==> config.mk <==
export PLATFORM = sky130hd
export DESIGN_NAME = hdlc_irq_agg
export DESIGN_NICKNAME = d
export VERILOG_FILES = /design/src/rtl/hdlc_irq_pkg.sv /design/src/rtl/hdlc_irq_src.sv /design/src/rtl/hdlc_irq_regs.sv /design/src/rtl/hdlc_irq_stat.sv /design/src/rtl/hdlc_irq_agg.sv
export SDC_FILE = /design/constraint.sdc
export NUM_CORES = 1
export LEC_CHECK = 0
export BUFFER_PORTS_ARGS = -buffer_cell sky130_fd_sc_hd__buf_2
export CORE_MARGIN = 2
export CORE_UTILIZATION = 45
export CTS_CLUSTER_SIZE = 16
export DETAILED_ROUTE_END_ITERATION = 7
export GPL_ROUTABILITY_DRIVEN = 0
export PLACE_DENSITY = 0.75
export SYNTH_ARGS = -nofsm -noshare
export SYNTH_HDL_FRONTEND = slang
export SYNTH_SLANG_ARGS = --single-unit
==> constraint.sdc <==
create_clock -name clk_i -period 4.2 [get_ports clk_i]
set_clock_uncertainty 0.05 [all_clocks]
set_input_delay 1.26 -clock clk_i [delete_from_list [all_inputs] [get_ports clk_i]]
set_output_delay 1.26 -clock clk_i [all_outputs]
set_load 0.05 [all_outputs]
==> src/rtl/hdlc_irq_pkg.sv <==
package hdlc_irq_pkg;
  localparam int ADDR_W  = 4;
  localparam int REG_W   = 8;
  localparam int NUM_SRC = 7;
  localparam int NUM_LVL = 3;

  localparam logic [ADDR_W-1:0] MASK_ADDR = 4'h2;
  localparam logic [ADDR_W-1:0] STAT_ADDR = 4'h3;

  // event bit positions, shared by mask and status
  localparam int B_TXDONE  = 0;
  localparam int B_TXLOW   = 1;
  localparam int B_UNDER   = 2;
  localparam int B_RXHIGH  = 3;
  localparam int B_EOF     = 4;
  localparam int B_OVER    = 5;
  localparam int B_IDLE    = 6;
  localparam int B_BADCRC  = 7;

  // level input slots
  localparam int L_TXVOID = 0;
  localparam int L_TXLOW  = 1;
  localparam int L_RXHIGH = 2;

  typedef logic [REG_W-1:0]   reg_t;
  typedef logic [NUM_SRC-1:0] src_t;
  typedef logic [NUM_LVL-1:0] lvl_t;
endpackage

==> src/rtl/hdlc_irq_src.sv <==
module hdlc_irq_src
  import hdlc_irq_pkg::*;
(
  input  logic clk_i,
  input  logic rst_ni,
  input  logic transparent_i,
  input  logic tx_frame_end_i,
  input  logic tx_underrun_i,
  input  logic rx_eof_i,
  input  logic rx_overrun_i,
  input  logic rx_idle_i,
  input  lvl_t lvl_i,
  output src_t src_o
);
  lvl_t lvl_q;
  lvl_t rise;

  for (genvar i = 0; i < NUM_LVL; i++) begin : g_edge
    always_ff @(posedge clk_i or negedge rst_ni) begin
      if (!rst_ni) lvl_q[i] <= 1'b0;
      else         lvl_q[i] <= lvl_i[i];
    end
    assign rise[i] = lvl_i[i] & ~lvl_q[i];
  end

  always_comb begin
    src_o           = '0;
    src_o[B_TXDONE] = transparent_i ? rise[L_TXVOID] : tx_frame_end_i;
    src_o[B_TXLOW]  = rise[L_TXLOW];
    src_o[B_UNDER]  = ~transparent_i & tx_underrun_i;
    src_o[B_RXHIGH] = rise[L_RXHIGH];
    src_o[B_EOF]    = ~transparent_i & rx_eof_i;
    src_o[B_OVER]   = rx_overrun_i;
    src_o[B_IDLE]   = ~transparent_i & rx_idle_i;
  end

  // frame-only sources silent in transparent mode
  a_r7_transp_quiet: assert property (@(posedge clk_i) disable iff (!rst_ni)
    transparent_i |-> !(src_o[B_UNDER] || src_o[B_EOF] || src_o[B_IDLE]));

  // a held level cannot fire on consecutive cycles
  a_r8_single_edge: assert property (@(posedge clk_i) disable iff (!rst_ni)
    src_o[B_RXHIGH] |=> !src_o[B_RXHIGH]);
endmodule

==> src/rtl/hdlc_irq_regs.sv <==
module hdlc_irq_regs
  import hdlc_irq_pkg::*;
(
  input  logic              clk_i,
  input  logic              rst_ni,
  input  logic [ADDR_W-1:0] host_addr_i,
  input  reg_t              host_wdata_i,
  input  logic              host_wr_i,
  input  logic              host_rd_i,
  input  src_t              status_i,
  output reg_t              host_rdata_o,
  output reg_t              mask_o,
  output logic              rd_stat_o
);
  reg_t mask_q;

  always_ff @(posedge clk_i or negedge rst_ni) begin
    if (!rst_ni)                                   mask_q <= '0;
    else if (host_wr_i && host_addr_i == MASK_ADDR) mask_q <= host_wdata_i;
  end

  always_comb begin
    unique case (host_addr_i)
      MASK_ADDR: host_rdata_o = mask_q;
      STAT_ADDR: host_rdata_o = {1'b0, status_i};
      default:   host_rdata_o = '0;
    endcase
  end

  assign mask_o    = mask_q;
  assign rd_stat_o = host_rd_i && (host_addr_i == STAT_ADDR);

  // mask cleared while in reset
  always @(posedge clk_i) begin
    if (!rst_ni) a_r2_mask_reset: assert (mask_q == '0);
  end

  // non-mask writes leave mask alone
  a_r1_mask_hold: assert property (@(posedge clk_i) disable iff (!rst_ni)
    !(host_wr_i && host_addr_i == MASK_ADDR) |=> $stable(mask_q));

  // status bit 7 always reads 0
  a_r5_bit7_zero: assert property (@(posedge clk_i) disable iff (!rst_ni)
    (host_addr_i == STAT_ADDR) |-> !host_rdata_o[B_BADCRC]);
endmodule

==> src/rtl/hdlc_irq_stat.sv <==
module hdlc_irq_stat
  import hdlc_irq_pkg::*;
(
  input  logic clk_i,
  input  logic rst_ni,
  input  src_t src_i,
  input  src_t enable_i,
  input  logic rd_stat_i,
  output src_t status_o,
  output logic irq_no
);
  src_t ev;
  src_t status_q;
  logic irq_q;

  assign ev = src_i & enable_i;

  always_ff @(posedge clk_i or negedge rst_ni) begin
    if (!rst_ni) begin
      status_q <= '0;
      irq_q    <= 1'b0;
    end else begin
      // read clears, same-edge events survive
      status_q <= (rd_stat_i ? '0 : status_q) | ev;
      irq_q    <= (rd_stat_i ? 1'b0 : irq_q) | (|ev);
    end
  end

  assign status_o = status_q;
  assign irq_no   = ~irq_q;

  // enabled event asserts line next edge
  a_r3_set: assert property (@(posedge clk_i) disable iff (!rst_ni)
    (|ev) |=> irq_q);

  // line held until a status read
  a_r4_hold: assert property (@(posedge clk_i) disable iff (!rst_ni)
    (irq_q && !rd_stat_i) |=> irq_q);

  // quiet read releases the line
  a_r5_release: assert property (@(posedge clk_i) disable iff (!rst_ni)
    (rd_stat_i && !(|ev)) |=> !irq_q);

  // nothing recorded without an active line
  a_r4_consistent: assert property (@(posedge clk_i) disable iff (!rst_ni)
    (|status_q) |-> irq_q);
endmodule

==> src/rtl/hdlc_irq_agg.sv <==
module hdlc_irq_agg
  import hdlc_irq_pkg::*;
(
  input  logic        clk_i,
  input  logic        rst_ni,
  input  logic        transparent_i,
  input  logic [3:0]  host_addr_i,
  input  logic [7:0]  host_wdata_i,
  input  logic        host_wr_i,
  input  logic        host_rd_i,
  output logic [7:0]  host_rdata_o,
  input  logic        tx_frame_end_i,
  input  logic        tx_underrun_i,
  input  logic        rx_eof_i,
  input  logic        rx_overrun_i,
  input  logic        rx_idle_i,
  input  logic        tx_fifo_void_i,
  input  logic        tx_at_empty_lvl_i,
  input  logic        rx_at_full_lvl_i,
  output logic        irq_no,
  output logic        bad_crc_o
);
  src_t src;
  src_t status;
  reg_t mask;
  lvl_t lvl;
  logic rd_stat;

  always_comb begin
    lvl           = '0;
    lvl[L_TXVOID] = tx_fifo_void_i;
    lvl[L_TXLOW]  = tx_at_empty_lvl_i;
    lvl[L_RXHIGH] = rx_at_full_lvl_i;
  end

  hdlc_irq_src u_src (
    .clk_i          (clk_i),
    .rst_ni         (rst_ni),
    .transparent_i  (transparent_i),
    .tx_frame_end_i (tx_frame_end_i),
    .tx_underrun_i  (tx_underrun_i),
    .rx_eof_i       (rx_eof_i),
    .rx_overrun_i   (rx_overrun_i),
    .rx_idle_i      (rx_idle_i),
    .lvl_i          (lvl),
    .src_o          (src)
  );

  hdlc_irq_regs u_regs (
    .clk_i        (clk_i),
    .rst_ni       (rst_ni),
    .host_addr_i  (host_addr_i),
    .host_wdata_i (host_wdata_i),
    .host_wr_i    (host_wr_i),
    .host_rd_i    (host_rd_i),
    .status_i     (status),
    .host_rdata_o (host_rdata_o),
    .mask_o       (mask),
    .rd_stat_o    (rd_stat)
  );

  hdlc_irq_stat u_stat (
    .clk_i     (clk_i),
    .rst_ni    (rst_ni),
    .src_i     (src),
    .enable_i  (mask[NUM_SRC-1:0]),
    .rd_stat_i (rd_stat),
    .status_o  (status),
    .irq_no    (irq_no)
  );

  assign bad_crc_o = mask[B_BADCRC];

  // control output tracks mask bit 7
  a_r9_badcrc: assert property (@(posedge clk_i) disable iff (!rst_ni)
    bad_crc_o == host_rdata_o[B_BADCRC] || host_addr_i != MASK_ADDR);
endmodule

# == Yosys cells after proc, flatten, opt, wreduce, memory -nomap -nowiden ==
# Index checks and enable logic that the tools add are counted.
# totals
wordCells,29
ram_bits,0
in_bits,25
memories,0
romBits,0
latch_bits,0
reg_bits,19
out_inout_bits,10
# op_classes
mul,0
reduce_logical,3
div_mod_pow,0
magnitude_cmp,0
shifts,0
n_mux,4
addsub,0
eq_ne,2
n_bitwise,14
# op_table
operator,n
$pmux W8 S2,1
$eq A4 B2 Y1 const B,2
$and A7 B7 Y7,1
$mux W7,1
$or A7 B7 Y7,1
$reduce_or A7 Y1,1
$and A1 B1 Y1,6
$not A1 Y1,5
$logic_and A1 B1 Y1,2
$mux W1,2
$or A1 B1 Y1,1

# == Longest topological paths before layout ==
# depth
depth_word,6
ltp_mapped,4

# == Modules after synthesis ==
# A second synthesis with hierarchy kept.
# hier_totals
hier_cells,84
area_unflattened_um2,932.1
# by_module_without_submodules
module,instances,area_per_inst_um2,cells_per_inst
hdlc_irq_regs,1,478.0,38
hdlc_irq_stat,1,319.1,34
hdlc_irq_src,1,135.1,12

# == Worst setup path after synthesis ==
# No wires, ideal clock.
# synth_path
kind,input to output
startpoint,input host_addr_i[3]
endpoint,output host_rdata_o[7]
cell_stages,3
setup_slack_ns,-0.060
t_arrival_ns,2.950
path_cell_list,or3b_1 > buf_6 > nor3b_1
# synth_via
elab_chain_len,2
elab_cells_between_ends,3
cone_classes,2 x eq/ne; 1 x mux
# synth_lines
element,line,text
from (decl),hdlc_irq_agg.sv:7,"input logic [3:0] host_addr_i,"
$eq A4 B2 Y1,hdlc_irq_regs.sv:23,unique case (host_addr_i)
$pmux W8 S2 (*),hdlc_irq_regs.sv:23,
to (decl),hdlc_irq_agg.sv:11,"output logic [7:0] host_rdata_o,"
# Every way passes the cells marked *; elsewhere a longest branch is shown, timed or not.

# == Worst setup path after layout ==
# Same ends and word-level chain as after synthesis.

==> results.md <==
* Final Worst Setup Slack at 0.466 ns
* Pins Over Slew Limit at 0
* Die Area at 2320 um^2
* Crit Path Max Fanout at 10
* Top_reg_cell synth: dfrtp_1
* Number of synthesized flops with an enable pin at 0
* Max clock buf depth at 2
* Total clock buffers created by CTS at 3
* Detailed Place HPWL at 1320 um
* Pre-CTS setup slack at 0.458 ns
* Reg2Reg Depth at 3
* Reg2reg end: u_stat.irq_q$_DFF_PN0_
* Post-DP Area at 1070 um^2
* Met3 wire length at 113 um
* Chip height at 48.1 um
* Startpoint Class: primary input
* # clock sinks at 19
* DRT Wirelength at 1760 um
* RSZ-0062 raised after global routing: no
* Via count at 673
* Worst setup EP type: output port
* Max Cap Viol at 0
* Worst Max-Slew Pin Slew at 0.428 ns
* Initial Util at 49.1%
* Reg2Reg Setup Slack at 2.94 ns
* Commonest non-fill, non-tap cell in the layout: buf_2
* Clk slew on worst S/H paths at 0.12 ns
* Unique masters post-synth at 22
* HP Start: u_stat.status_o[4]$_DFF_PN0_
* Antenna diode count at 0
* Postcts setup bufs at 0
* Most frequent cells in the layout: buf_2, dfrtp_1, mux2_2, mux2i_1, nor2_1
* P_leak at 0.582 nW
* Hold path depth at 1
* Number of port buffers at 34
* Final net count at 132
* Flops & latches, synth at 19
* Yosys warns at 0
* Num ports at 35
* Fmax at 0.268 GHz
* CTS tree: yes
* Initial antenna violation count at 0
* First-pass GRT wire length at 2620 um
* Syn nets at 95
* Fin area at 1090 um^2
* Largest net degree at the start of global routing at 20
* Vias in the first global route at 636
* Setup violations, final at 0
* Wire per inst at 13.4 um
* CTS resizes at 0
* DR pass1 iterations at 4
* Hold Path Sink: u_stat.status_o[4]$_DFF_PN0_
* Area of the mapped netlist at 876 um^2
* Syn Area/Cell at 12.5 um^2
* Outcome: completed
* Peak VDD IR at 234 uV
* Power Density at 409 nW/um^2
* Root Driver: clkbuf_4
* H-tree depth at 1
* Core outline area at 1780 um^2
* Crit path kind: in2out
* Row count at 15
* Met2 Wirelength at 844 um
* Critical Path AT at 2.42 ns
* Drt initial violations at 17
* Die Width at 48.1 um
* Grt ovf at 0
* Hold Buf Count CTS at 0
* Gr usage total at 16.7%
* Slew HR at 71.5%
* Mapped Cells at 70
* Critical R2R Launch: u_regs.mask_o[4]$_DFFE_PN0P_
* Worst hold path class: reg2reg
* Asr flop ratio synth at 100%
* DRC at 0
* Antenna Nets Post-Route at 0
* Worst-Skew Late Latency at 0.31 ns
* Period minus WS final at 3.73 ns
* Share of cells above drive strength 1 at 47.2%
* Setup TNS at 0 ns
* Vias/cell at 5.14
* Metal-1 WL at 764 um
* Final Hold Vio Count at 0
* Register area share after synthesis at 54.3%
* Worst path required time at 2.89 ns
* Layout area overhead at 24.9%
* Crit share post-route at 88.9%
* Uppermost layer routed: met4
report_power, final:
part | total, mW | switching (mW) | internal [mW]
combinational | 0.109 | 0.0576 | 0.0516
clock | 0.0963 | 0.0607 | 0.0356
sequential | 0.242 | 0.0219 | 0.220
total | 0.447 | 0.140 | 0.307
cell families (layout without fill, tap and decap cells):
family                 after synthesis  in the layout  share of synthesized area, %
DFF                                 19             19                          54.3
buffers and inverters                3             39                          2.28
AOI/OAI and AO/OA                   10             10                          8.00
and+or+nand+nor                     23             23                          17.1
muxes                               15             15                          18.3
final cells by class:
| cell class | count | area [um^2] |
|---|---|---|
| fill | 163 | 689 |
| sequential | 19 | 475 |
| multi-input combinational | 48 | 385 |
| timing repair buffer | 34 | 170 |
| tap | 25 | 31.3 |
| clock buffer | 3 | 22.5 |
| clock inverter | 1 | 5.00 |
| inverter | 1 | 3.75 |
how the worst max path moves through the flow:
stage                    from              end  slack [ns]  cells past startpoint
6_report       host_addr_i[3]  host_rdata_o[7]        0.47                      4
3_5_place_dp   host_addr_i[3]  host_rdata_o[7]        0.46                      4
2_1_floorplan  host_addr_i[3]  host_rdata_o[7]        0.43                      3
4_1_cts        host_addr_i[3]  host_rdata_o[7]        0.46                      4
3_3_place_gp   host_addr_i[3]  host_rdata_o[7]        0.49                      4
5_1_grt        host_addr_i[3]  host_rdata_o[7]        0.41                      4
Yosys cell counts (all sizes together) (2+ instances only):
library cell	number	share of area, %
a21o	5	4.3
and3b	6	6.0
buf	2	1.9
dfrtp	19	54
mux2	8	10
mux2i	7	8.0
nand2	2	0.86
nor2	7	3.0
nor3b	2	2.3
o21ai	3	2.1
per-stage QoR:
stage | power (mW) | utilization (%) | hold WS (ns) | std cells
after global placement | 0.351 | 59.8 | 0.409 | 127
after detailed placement | 0.357 | 59.8 | 0.419 | 127
final | 0.447 | 61.3 | 0.440 | 131
after CTS | 0.452 | 61.3 | 0.444 | 131
after floorplan | 0.321 | - | 0.399 | 70
after global routing | 0.472 | 61.3 | 0.462 | 131
worst max-delay path, cell delays in order:
cell     delay (ns)
buf_2          0.11
or3b_1         0.55
nor3b_2        0.22
buf_2          0.28
routing by layer:
metal | track usage (%) | vias to the layer above
met2 | 27.5 | 26
met4 | 9.73 | 0
met5 | 0 | -
met3 | 2.59 | 5
li1 | - | 326
met1 | 20.8 | 316
registers in the layout, summed over array words and instances, names as in the netlist:
| register | cells |
|---|---|
| u_stat.status_o | 7 |
| u_src.lvl_q | 3 |
| u_stat.irq_q | 1 |
| u_regs.mask_o | 8 |
(Power assumes the default switching activity.)
